--- config.mk ---
export PLATFORM = sky130hd
export DESIGN_NAME = cap_disc_reader
export DESIGN_NICKNAME = d
export VERILOG_FILES = /design/src/rtl/cap_pkg.sv /design/src/rtl/cap_rom.sv /design/src/rtl/cap_ptr.sv /design/src/rtl/cap_disc_reader.sv
export SDC_FILE = /design/constraint.sdc
export NUM_CORES = 1
export LEC_CHECK = 0
export BUFFER_PORTS_ARGS = -buffer_cell sky130_fd_sc_hd__clkbuf_2
export CAP_MARGIN = 20
export CELL_PAD_IN_SITES_DETAIL_PLACEMENT = 1
export CELL_PAD_IN_SITES_GLOBAL_PLACEMENT = 2
export CORE_AREA = 2 2 68 70
export CTS_BUF_LIST = sky130_fd_sc_hd__clkbuf_8
export CTS_CLUSTER_SIZE = 12
export DETAILED_ROUTE_END_ITERATION = 12
export DIE_AREA = 0 0 70 72
export PLACE_DENSITY = 0.88
export SLEW_MARGIN = 20
export SYNTH_ARGS = -nofsm -noshare
export SYNTH_HDL_FRONTEND = slang
export SYNTH_SLANG_ARGS = --single-unit
--- constraint.sdc ---
create_clock -name clk -period 1.85 [get_ports clk]
set_input_delay 0.185 -clock clk [delete_from_list [all_inputs] [get_ports clk]]
set_output_delay 0.185 -clock clk [all_outputs]
set_load 0.02 [all_outputs]
--- src/rtl/cap_pkg.sv ---
// Package: shared word type and the arithmetic that defines the table layout.
// Assumes offsets and identifiers fit in 16 bits.
package cap_pkg;

    localparam int WORD_W   = 32;
    localparam int STEP_BIT = 31;
    localparam logic [15:0] ID_BASE  = 16'h0010;
    localparam logic [31:0] PAY_BASE = 32'hA500_0000;

    typedef logic [WORD_W-1:0] cap_word_t;

    // Word stored at offset off, for nrec records that each carry pay payload words.
    function automatic cap_word_t table_word(int off, int nrec, int pay);
        int rw;
        int k;
        int j;
        logic [15:0] nxt;
        rw = 1 + pay;
        k  = off / rw;
        j  = off % rw;
        if (j == 0) begin
            nxt = (k == nrec - 1) ? 16'd0 : 16'((k + 1) * rw);
            return {ID_BASE + 16'(k), nxt};
        end
        return PAY_BASE + 32'(k * 256) + 32'(j - 1);
    endfunction

endpackage

--- src/rtl/cap_rom.sv ---
// Module cap_rom: constant table of capability records, built at
// elaboration from cap_pkg::table_word. It returns zero for any address
// at or beyond TABLE_WORDS. Assumes TABLE_WORDS < 2**PTR_W.
module cap_rom #(
    parameter int PTR_W     = 8,
    parameter int NUM_REC   = 4,
    parameter int PAY_WORDS = 2
) (
    input  logic [PTR_W-1:0]       addr,
    output cap_pkg::cap_word_t     word
);
    localparam int TABLE_WORDS = NUM_REC * (1 + PAY_WORDS);

    cap_pkg::cap_word_t tbl [TABLE_WORDS];

    // One constant word per table entry.
    for (genvar g = 0; g < TABLE_WORDS; g++) begin : g_word
        assign tbl[g] = cap_pkg::table_word(g, NUM_REC, PAY_WORDS);
    end

    // Look up the word, forcing zero outside the table.
    always_comb begin
        word = '0;
        if (addr < PTR_W'(TABLE_WORDS)) begin
            word = tbl[addr];
        end
    end
endmodule

--- src/rtl/cap_ptr.sv ---
// Module cap_ptr: word pointer and step flag. A write has priority and loads
// both. A read with stepping on advances the pointer only while it is inside
// the table. Synchronous active-low reset clears both to zero.
module cap_ptr #(
    parameter int PTR_W       = 8,
    parameter int TABLE_WORDS = 12
) (
    input  logic                       clk,
    input  logic                       rst_n,
    input  logic                       wr,
    input  cap_pkg::cap_word_t         wdata,
    input  logic                       rd,
    output logic [PTR_W-1:0]           ptr,
    output logic                       step_en
);
    logic in_table;
    logic unused_wbits;

    // Upper data bits carry no function.
    assign unused_wbits = ^wdata[cap_pkg::STEP_BIT-1:PTR_W];

    // Pointer is inside the table.
    assign in_table = (ptr < PTR_W'(TABLE_WORDS));

    // Pointer and step flag update.
    always_ff @(posedge clk) begin
        if (!rst_n) begin
            ptr     <= '0;
            step_en <= 1'b0;
        end else if (wr) begin
            ptr     <= wdata[PTR_W-1:0];
            step_en <= wdata[cap_pkg::STEP_BIT];
        end else if (rd && step_en && in_table) begin
            ptr     <= ptr + 1'b1;
        end
    end
endmodule

--- src/rtl/cap_disc_reader.sv ---
// Module cap_disc_reader: top of the capability discovery window. It joins
// the pointer register to the record table. Read data is combinational from
// the current pointer, so a read returns the old location in the same cycle
// that a step or write takes effect for the next one.
module cap_disc_reader #(
    parameter int PTR_W     = 8,
    parameter int NUM_REC   = 4,
    parameter int PAY_WORDS = 2
) (
    input  logic        clk,
    input  logic        rst_n,
    input  logic        csr_wr,
    input  logic [31:0] csr_wdata,
    input  logic        csr_rd,
    output logic [31:0] csr_rdata
);
    localparam int TABLE_WORDS = NUM_REC * (1 + PAY_WORDS);

    logic [PTR_W-1:0]   cur_ptr;
    logic               step_en;
    cap_pkg::cap_word_t rom_word;

    cap_ptr #(.PTR_W(PTR_W), .TABLE_WORDS(TABLE_WORDS)) u_ptr (
        .clk     (clk),
        .rst_n   (rst_n),
        .wr      (csr_wr),
        .wdata   (csr_wdata),
        .rd      (csr_rd),
        .ptr     (cur_ptr),
        .step_en (step_en)
    );

    cap_rom #(.PTR_W(PTR_W), .NUM_REC(NUM_REC), .PAY_WORDS(PAY_WORDS)) u_rom (
        .addr (cur_ptr),
        .word (rom_word)
    );

    // Present the word only while a read is strobed.
    assign csr_rdata = csr_rd ? rom_word : '0;
endmodule

After elaboration in Yosys (flattened, before gate mapping). Memory sizes are Yosys's and may differ from the RTL's. Cells that the tools add are included.

Magnitude comparators: 2. Add/subtract/negate cells: 1. Bitwise operators: 1. Reduce and logical (&&, ||, !) cells: 3. Multiplexer cells: 6.

Operators by type and width (number): $mux W32 (4); $mux W8 (2); $ge A9 B5 Y1 const B (1); $not A8 Y9 (1); $add A8 B1 Y8 const B (1); $lt A8 B4 Y1 const B (1); $logic_and A1 B1 Y1 (2); $reduce_bool A2 Y1 (1).

Output and inout port bits: 32. Word-level logic and storage cells: 16. Register bits after elaboration: 9. Bits in read-only memories: 512. Memories: 1.

Memory list: (name not given) (depth 16, bits a word 32, read ports 1, clocked after memory_dff 0, write ports 0, RTL line cap_rom.sv:25) `word = tbl[addr];`.

Depth between registers and ports, before layout. Gate-level depths: netlist of run 1.

Word-level depth: 6. Mapped depth: 6.

Cells and area by module. Synthesis of run 1 repeated with hierarchy kept, for this count alone.

Cells, all modules: 143. Area, all modules: 1163.6 µm².

Modules (own cells, without submodules): cap_ptr (area an instance 473.0 µm², cells an instance 47, times used 1, seq. area each 180.2 µm²); cap_rom (area an instance 435.4 µm², cells an instance 61, times used 1, seq. area each 0.0 µm²); cap_disc_reader (area an instance 255.2 µm², cells an instance 35, times used 1, seq. area each 0.0 µm²).

Least setup slack after synthesis of run 1. Ideal clock, no wire load.

Path kind: register -> output. From: register u_ptr.ptr[0]. To: output port csr_rdata[26]. Stages on the path, launching flop included: 7. Path slack: -46 ps. Data arrival time: 1711 ps. Path buffers: 1. Data required time: 1665 ps. Cells stage by stage: dfxtp_1 inv_1 ha_1 nand2_1 nand3b_1 a21oi_1 buf_4.

Longest elaborated chain between the ends: 6. Elaborated cells between the ends (all ways): 7.

Ends and longest elaborated chain: from (decl) (RTL line cap_ptr.sv:13) `output logic [PTR_W-1:0] ptr,`; from (signal assigned) (RTL line cap_ptr.sv:31) `ptr <= wdata[PTR_W-1:0];`; from (signal assigned) (RTL line cap_ptr.sv:34) `ptr <= ptr + 1'b1;`; $not A8 Y9 (implied by the code) (RTL line cap_rom.sv:25); $mem_v2 Z16 W32; $mux W32 (implied by the code) (2 in a row) (RTL line cap_rom.sv:25); $mux W32 * (RTL line cap_rom.sv:24) `if (addr < PTR_W'(TABLE_WORDS)) begin`; $mux W32 * (RTL line cap_disc_reader.sv:39) `assign csr_rdata = csr_rd ? rom_word : '0;`; to (decl) (RTL line cap_disc_reader.sv:15) `output logic [31:0] csr_rdata`.

Every way passes the cells marked *; elsewhere a longest branch is shown, timed or not. The select of a mux whose other input is x is not followed.

Worst setup path after layout of run 1.
From: register u_ptr.ptr[0]. To: output port csr_rdata[29].

The elaborated chain is that of the path after synthesis.

==> impl_metrics.ini, run 1 <==
[outcome]
status = finished clean

[power]
powerDensity_mw_per_mm2 = 633
ir_drop_uv = 400
p_leak_nw = 0.473

[synth]
avgSynthCellArea_um2 = 8.31
netlist.area_leader.share_pct = 21.5
ys_top_cells_by_area = dfxtp_1 (21%), buf_4 (20%), ha_1 (10%), mux2i_1 (6.0%), nor2b_1 (5.2%)
synth-edff-count = 0
synth_common_cells = buf_4 (22), dfxtp_1 (9), a21oi_1 (8), ha_1 (7), nor2b_1 (7)
synth_cell_types = 28
async_reset_ff_share_pct = 0
synth_compound_area_share_pct = 10.4
yosysTopAreaCell = dfxtp_1
yosys_warnings = 0
synth_cells = 101
synth_top_family_by_area = simple AND/OR/NAND/NOR gates
ys.flop_type = dfxtp_1
synthMuxAreaShare_pct = 5.96
yosys_register_bits = 9
synth-xor-area-share_pct = 1.04
yosysSeqAreaShare_pct = 21.5
synth.cell_area_um2 = 840
yosysMostFrequentCell = buf_4
synth-adder-area-share_pct = 10.4
synth_simple_gate_area_share_pct = 26.7

[final_layout]
design_area_mm2 = 0.00103
drive_above_1_share_pct = 34.1
layout.nets = 167
syn2layout_area_growth_pct = 22.7
fillers = 521
diodes = 0

[routing]
drt_iter0_drc = 6
viasPerCell = 3.89
ant_nets = 0
wl_per_cell_um = 10.8
firstDrtPassIters = 4
drc = 0
routed_wl_mm = 1.90
vias = 680

[critical_path]
cp-start-kind = flop
worstPathArrival_ns = 1.58
criticalPathCategory = flop to primary output
rr_worst_depth = 4
cp_data_required_time_ns = 1.66
cp_max_fo = 5
end_kind = primary output

[placement]
port_buffers = 25
hpwl_mm = 1.49
gp_congestion = 0.739
placed_cell_area_um2 = 926

[cts]
tritoncts = yes
clk_path_buf_depth = 2
clkLatencyLatePin_ns = 0.23
cts-htree-levels = 1
ctsHoldBuffers = 0
path_clk_slew_ns = 0.05
cts_root_buf = clkbuf_8
cts_sinks = 9
cts_buffers = 3

[timing]
clock_skew_ns = 0.00235
fin_crit_ns = 1.76
fin_hold_ws_ns = 0.200
slew_violations = 0
hold_viol = 0
fmax_mhz = 568
period_share_pct = 95.2
setup_viol = 0
setup_tns_ns = 0

[die]
fp.dieW_um = 70
die_area_mm2 = 0.00504
die_h_um = 72
boundaryPins = 68
core_area_mm2 = 0.00426
initial_utilization_pct = 19.7
fp-row-count = 24

[job]
maxCapViolations = 0

[min_path]
worstHoldPathCells = 3
hp-class = input port to flop

[global_route]
overflow = 0
grtUsageTotal_pct = 7.61
grt_pass1_vias = 678
grt_pass1_wl_mm = 3.07
antenna_found_initial = 0
grt_max_degree = 15
[registers in the layout, indices dropped and copies added, names as in the netlist]
name	count
u_ptr.step_en	1
u_ptr.ptr	8
[critical path, stage by stage, from the launching register on]
cell	delay [ns]
dfxtp_4	0.37
inv_2	0.05
buf_4	0.14
ha_1	0.19
nand2_1	0.06
nand3b_1	0.12
a21oi_4	0.25
buf_6	0.15
[through the flow]
stage	std cells	power [W]	worst slack [ns]	util [%]
after floorplan	119	0.000399	0.135	-
after global placement	171	0.000406	0.205	21.7
after detailed placement	171	0.000411	0.158	21.7
after CTS	175	0.000643	0.00928	22.9
after global routing	175	0.000698	-0.0154	24.1
final	175	0.000651	0.0894	24.1
[logic make-up (layout without fill, tap and decap cells)]
logic type                 Yosys count  count (layout)
xor gates and xnor gates             1               1
buffers and inverters               30              34
adders and majority gates            7               7
and+or+nand+nor                     34              34
other                                1              19
muxes                                5               5
DFF                                  9               9
AOI/OAI and AO/OA                   14              14
[area by class of cell]
type,count,area [um2],area share [%]
inverter,4,15.0,1.46
sequential,9,186,18.1
multi-input combinational,80,561,54.4
clock buffer,3,41.3,4.01
clock inverter,1,3.75,0.365
tap,52,65.1,6.32
timing repair buffer,26,158,15.3
[layer usage]
metal  GRT usage, %  wire length, um  up-vias
met2           13.5              915       32
met4           1.92                8        0
met5              0                0        -
met3           2.78              163        2
met1           8.70              810      305
li1               -                -      341
[cell usage in the layout (no fill, tap or decap), types with 2 or more instances in the layout]
cell type	synthesis	final
buf_6	0	4
conb_1	1	19
nand2_2	1	2
nand2_1	4	3
inv_1	4	4
nor3_1	2	2
nand2b_1	5	5
nor2b_1	7	7
nand3b_1	2	2
nand3_1	4	4
ha_1	7	6
clkbuf_8	0	3
o311ai_1	2	2
clkbuf_2	0	20
dfxtp_1	9	6
dfxtp_2	0	2
mux2i_1	5	5
nor2_1	4	4
a21oi_1	8	7
[final timing paths]
check                             from                   endpoint  slack [ns]
max          u_ptr.ptr[0]$_SDFFE_PN0P_              csr_rdata[29]        0.09
min                       csr_wdata[2]  u_ptr.ptr[2]$_SDFFE_PN0P_        0.20
max reg2reg  u_ptr.ptr[3]$_SDFFE_PN0P_  u_ptr.ptr[3]$_SDFFE_PN0P_        0.47
min reg2reg  u_ptr.ptr[7]$_SDFFE_PN0P_  u_ptr.ptr[7]$_SDFFE_PN0P_        0.53
[what timing repair did]
action | CTS | global route
buffers inserted | 0 | 0
resized for setup | 3 | 20
pin swaps | 1 | 2
setup endpoints to repair | 6 | 6
[power by group]
part	switching (W)	leakage (nW)	internal (W)	total, W
Sequential	0.0000212	0.0757	0.000208	0.000229
Clock	0.0000778	0.0269	0.000145	0.000222
Combinational	0.000125	0.370	0.0000753	0.000200
Note: power is estimated with default switching activity, not from simulation.
==> inputs of run 2 (changes only) <==
--- a/config.mk
+++ b/config.mk
@@ -9,11 +9,11 @@
 export CAP_MARGIN = 20
 export CELL_PAD_IN_SITES_DETAIL_PLACEMENT = 1
 export CELL_PAD_IN_SITES_GLOBAL_PLACEMENT = 2
-export CORE_AREA = 2 2 68 70
+export CORE_AREA = 2 2 95 51
 export CTS_BUF_LIST = sky130_fd_sc_hd__clkbuf_8
 export CTS_CLUSTER_SIZE = 12
 export DETAILED_ROUTE_END_ITERATION = 12
-export DIE_AREA = 0 0 70 72
+export DIE_AREA = 0 0 97 53
 export PLACE_DENSITY = 0.88
 export SLEW_MARGIN = 20
 export SYNTH_ARGS = -nofsm -noshare
==> run 2 against run 1 <==
  * Non-clock buffer count up 1
  * Worst setup slack gained 0.021 ns
  * Sequential cell count did not move
  * Hold slack improved by 0.0048 ns
  * Maximum frequency grew 1.2%
  * Register-to-register slack got worse by 0.02 ns
  * Global-route usage increased by 0.45 points
  * First-iteration DRC count increased to 5.0 times the previous value
  * Critical endpoint is now csr_rdata[26]
==> impl_metrics.ini, run 2 (same netlist as run 1, synthesis figures left out) <==
[outcome]
status = finished clean

[job]
maxCapViolations = 0

[power]
internal-power_w = 0.000436
pwr-share-clk_pct = 33.2
seqPwrFrac_pct = 34.6
p_leak_nw = 0.482
ir_drop_uv = 181
p_switching_w = 0.000225
p_sw_share_pct = 34.1
powerDensity_mw_per_mm2 = 618
pwr-share-comb_pct = 32.2

[global_route]
grt_pass1_vias = 612
overflow = 0
grtUsageTotal_pct = 8.06
grt_pass1_wl_mm = 3.10
grt_max_degree = 15
antenna_found_initial = 0

[cts]
cts_buffers = 3
path_clk_slew_ns = 0.04
cts_root_buf = clkbuf_8
clk_path_buf_depth = 2
cts-htree-levels = 1
clkLatencyLatePin_ns = 0.23
cts_sinks = 9
tritoncts = yes

[routing]
wl_per_cell_um = 10.9
drt_iter0_drc = 30
viasPerCell = 3.81
ant_nets = 0
drc = 0
firstDrtPassIters = 4
vias = 689
routed_wl_mm = 1.97

[timing]
clock_skew_ns = 0.000831
fmax_mhz = 575
rsz0062_at_grt = false
fin_hold_ws_ns = 0.205
slew_violations = 0
setup_tns_ns = 0
hold_viol = 0
worst_slack_ns = 0.110
fin_crit_ns = 1.74
period_share_pct = 94.0
setup_viol = 0

[final_layout]
syn2layout_area_growth_pct = 27.4
layoutNonFillerInstCount = 181
final_common_cell = clkbuf_2
regMostFlops = u_ptr.ptr
layout.nets = 168
fillers = 515
diodes = 0
design_area_mm2 = 0.00107
final_cell_mix = clkbuf_2 (21), conb_1 (19), a21oi_1 (7), nor2b_1 (7), dfxtp_1 (6)
largestRegisters = u_ptr.ptr: 8 flops, u_ptr.step_en: 1 flops
drive_above_1_share_pct = 34.7
largest_reg_flops = 8

[critical_path]
worstPathArrival_ns = 1.55
cp-start-kind = flop
end_kind = primary output
criticalPathCategory = flop to primary output
cp_max_fo = 7
cp_data_required_time_ns = 1.66

[placement]
pre_cts_slack_ns = 0.119
port_buffers = 25
post-place-cells = 176
placed_cell_area_um2 = 932
gp_congestion = 0.816
hpwl_mm = 1.60

[die]
die_area_mm2 = 0.00514
die_h_um = 53
initial_utilization_pct = 19.6
fp-row-count = 17
boundaryPins = 68
fp.dieW_um = 97
core_area_mm2 = 0.00428

[min_path]
hp-class = input port to flop
-- run 2: worst paths after layout --
check	from	endpoint	slack [ns]	depth (start not counted)
min	csr_wdata[2]	u_ptr.ptr[2]$_SDFFE_PN0P_	0.20	3
max reg2reg	u_ptr.ptr[3]$_SDFFE_PN0P_	u_ptr.ptr[3]$_SDFFE_PN0P_	0.45	4
min reg2reg	u_ptr.ptr[7]$_SDFFE_PN0P_	u_ptr.ptr[7]$_SDFFE_PN0P_	0.52	2
max	u_ptr.ptr[1]$_SDFFE_PN0P_	csr_rdata[26]	0.11	5
-- run 2: critical path, stage by stage (launching register included) --
cell and delay (ns):
dfxtp_2 0.41, ha_4 0.24, nand2_2 0.09, nand3b_1 0.14
a21oi_4 0.30, buf_8 0.15
-- run 2: final cells by class --
type,instances,area [um2],share of cell area [%]
clock buffer,3,41.3,3.86
inverter,4,17.5,1.64
sequential,9,186,17.4
timing repair buffer,27,184,17.2
tap,57,71.3,6.67
clock inverter,1,3.75,0.351
multi-input combinational,80,566,52.9
-- run 2: through the flow --
| step | total power, W | utilization, % |
|---|---|---|
| detailed placement | 0.000411 | 21.8 |
| finish | 0.000661 | 25.0 |
| CTS | 0.000660 | 24.3 |
| floorplan | 0.000399 | - |
| global route | 0.000710 | 25.0 |
| global placement | 0.000408 | 21.8 |
-- run 2: power groups by stage --
stage,logic [W],clock network [W],registers [W]
floorplan,0.000178,0,0.000221
global route,0.000234,0.000245,0.000231
finish,0.000213,0.000220,0.000228
global placement,0.000178,0,0.000230
detailed placement,0.000180,0,0.000231
CTS,0.000201,0.000232,0.000228
-- run 2: per-layer routing --
metal	vias to the layer above	wire [um]	track usage [%]
met2	23	776	10.4
li1	347	-	-
met3	0	144	3.83
met4	0	0	0.704
met5	-	0	0
met1	319	1050	12.0
-- run 2: what timing repair did --
item,CTS,global route
gates resized for setup,13,10
setup endpoints to repair,6,6
setup buffers,0,1
hold buffers,0,0
pin swaps,2,2
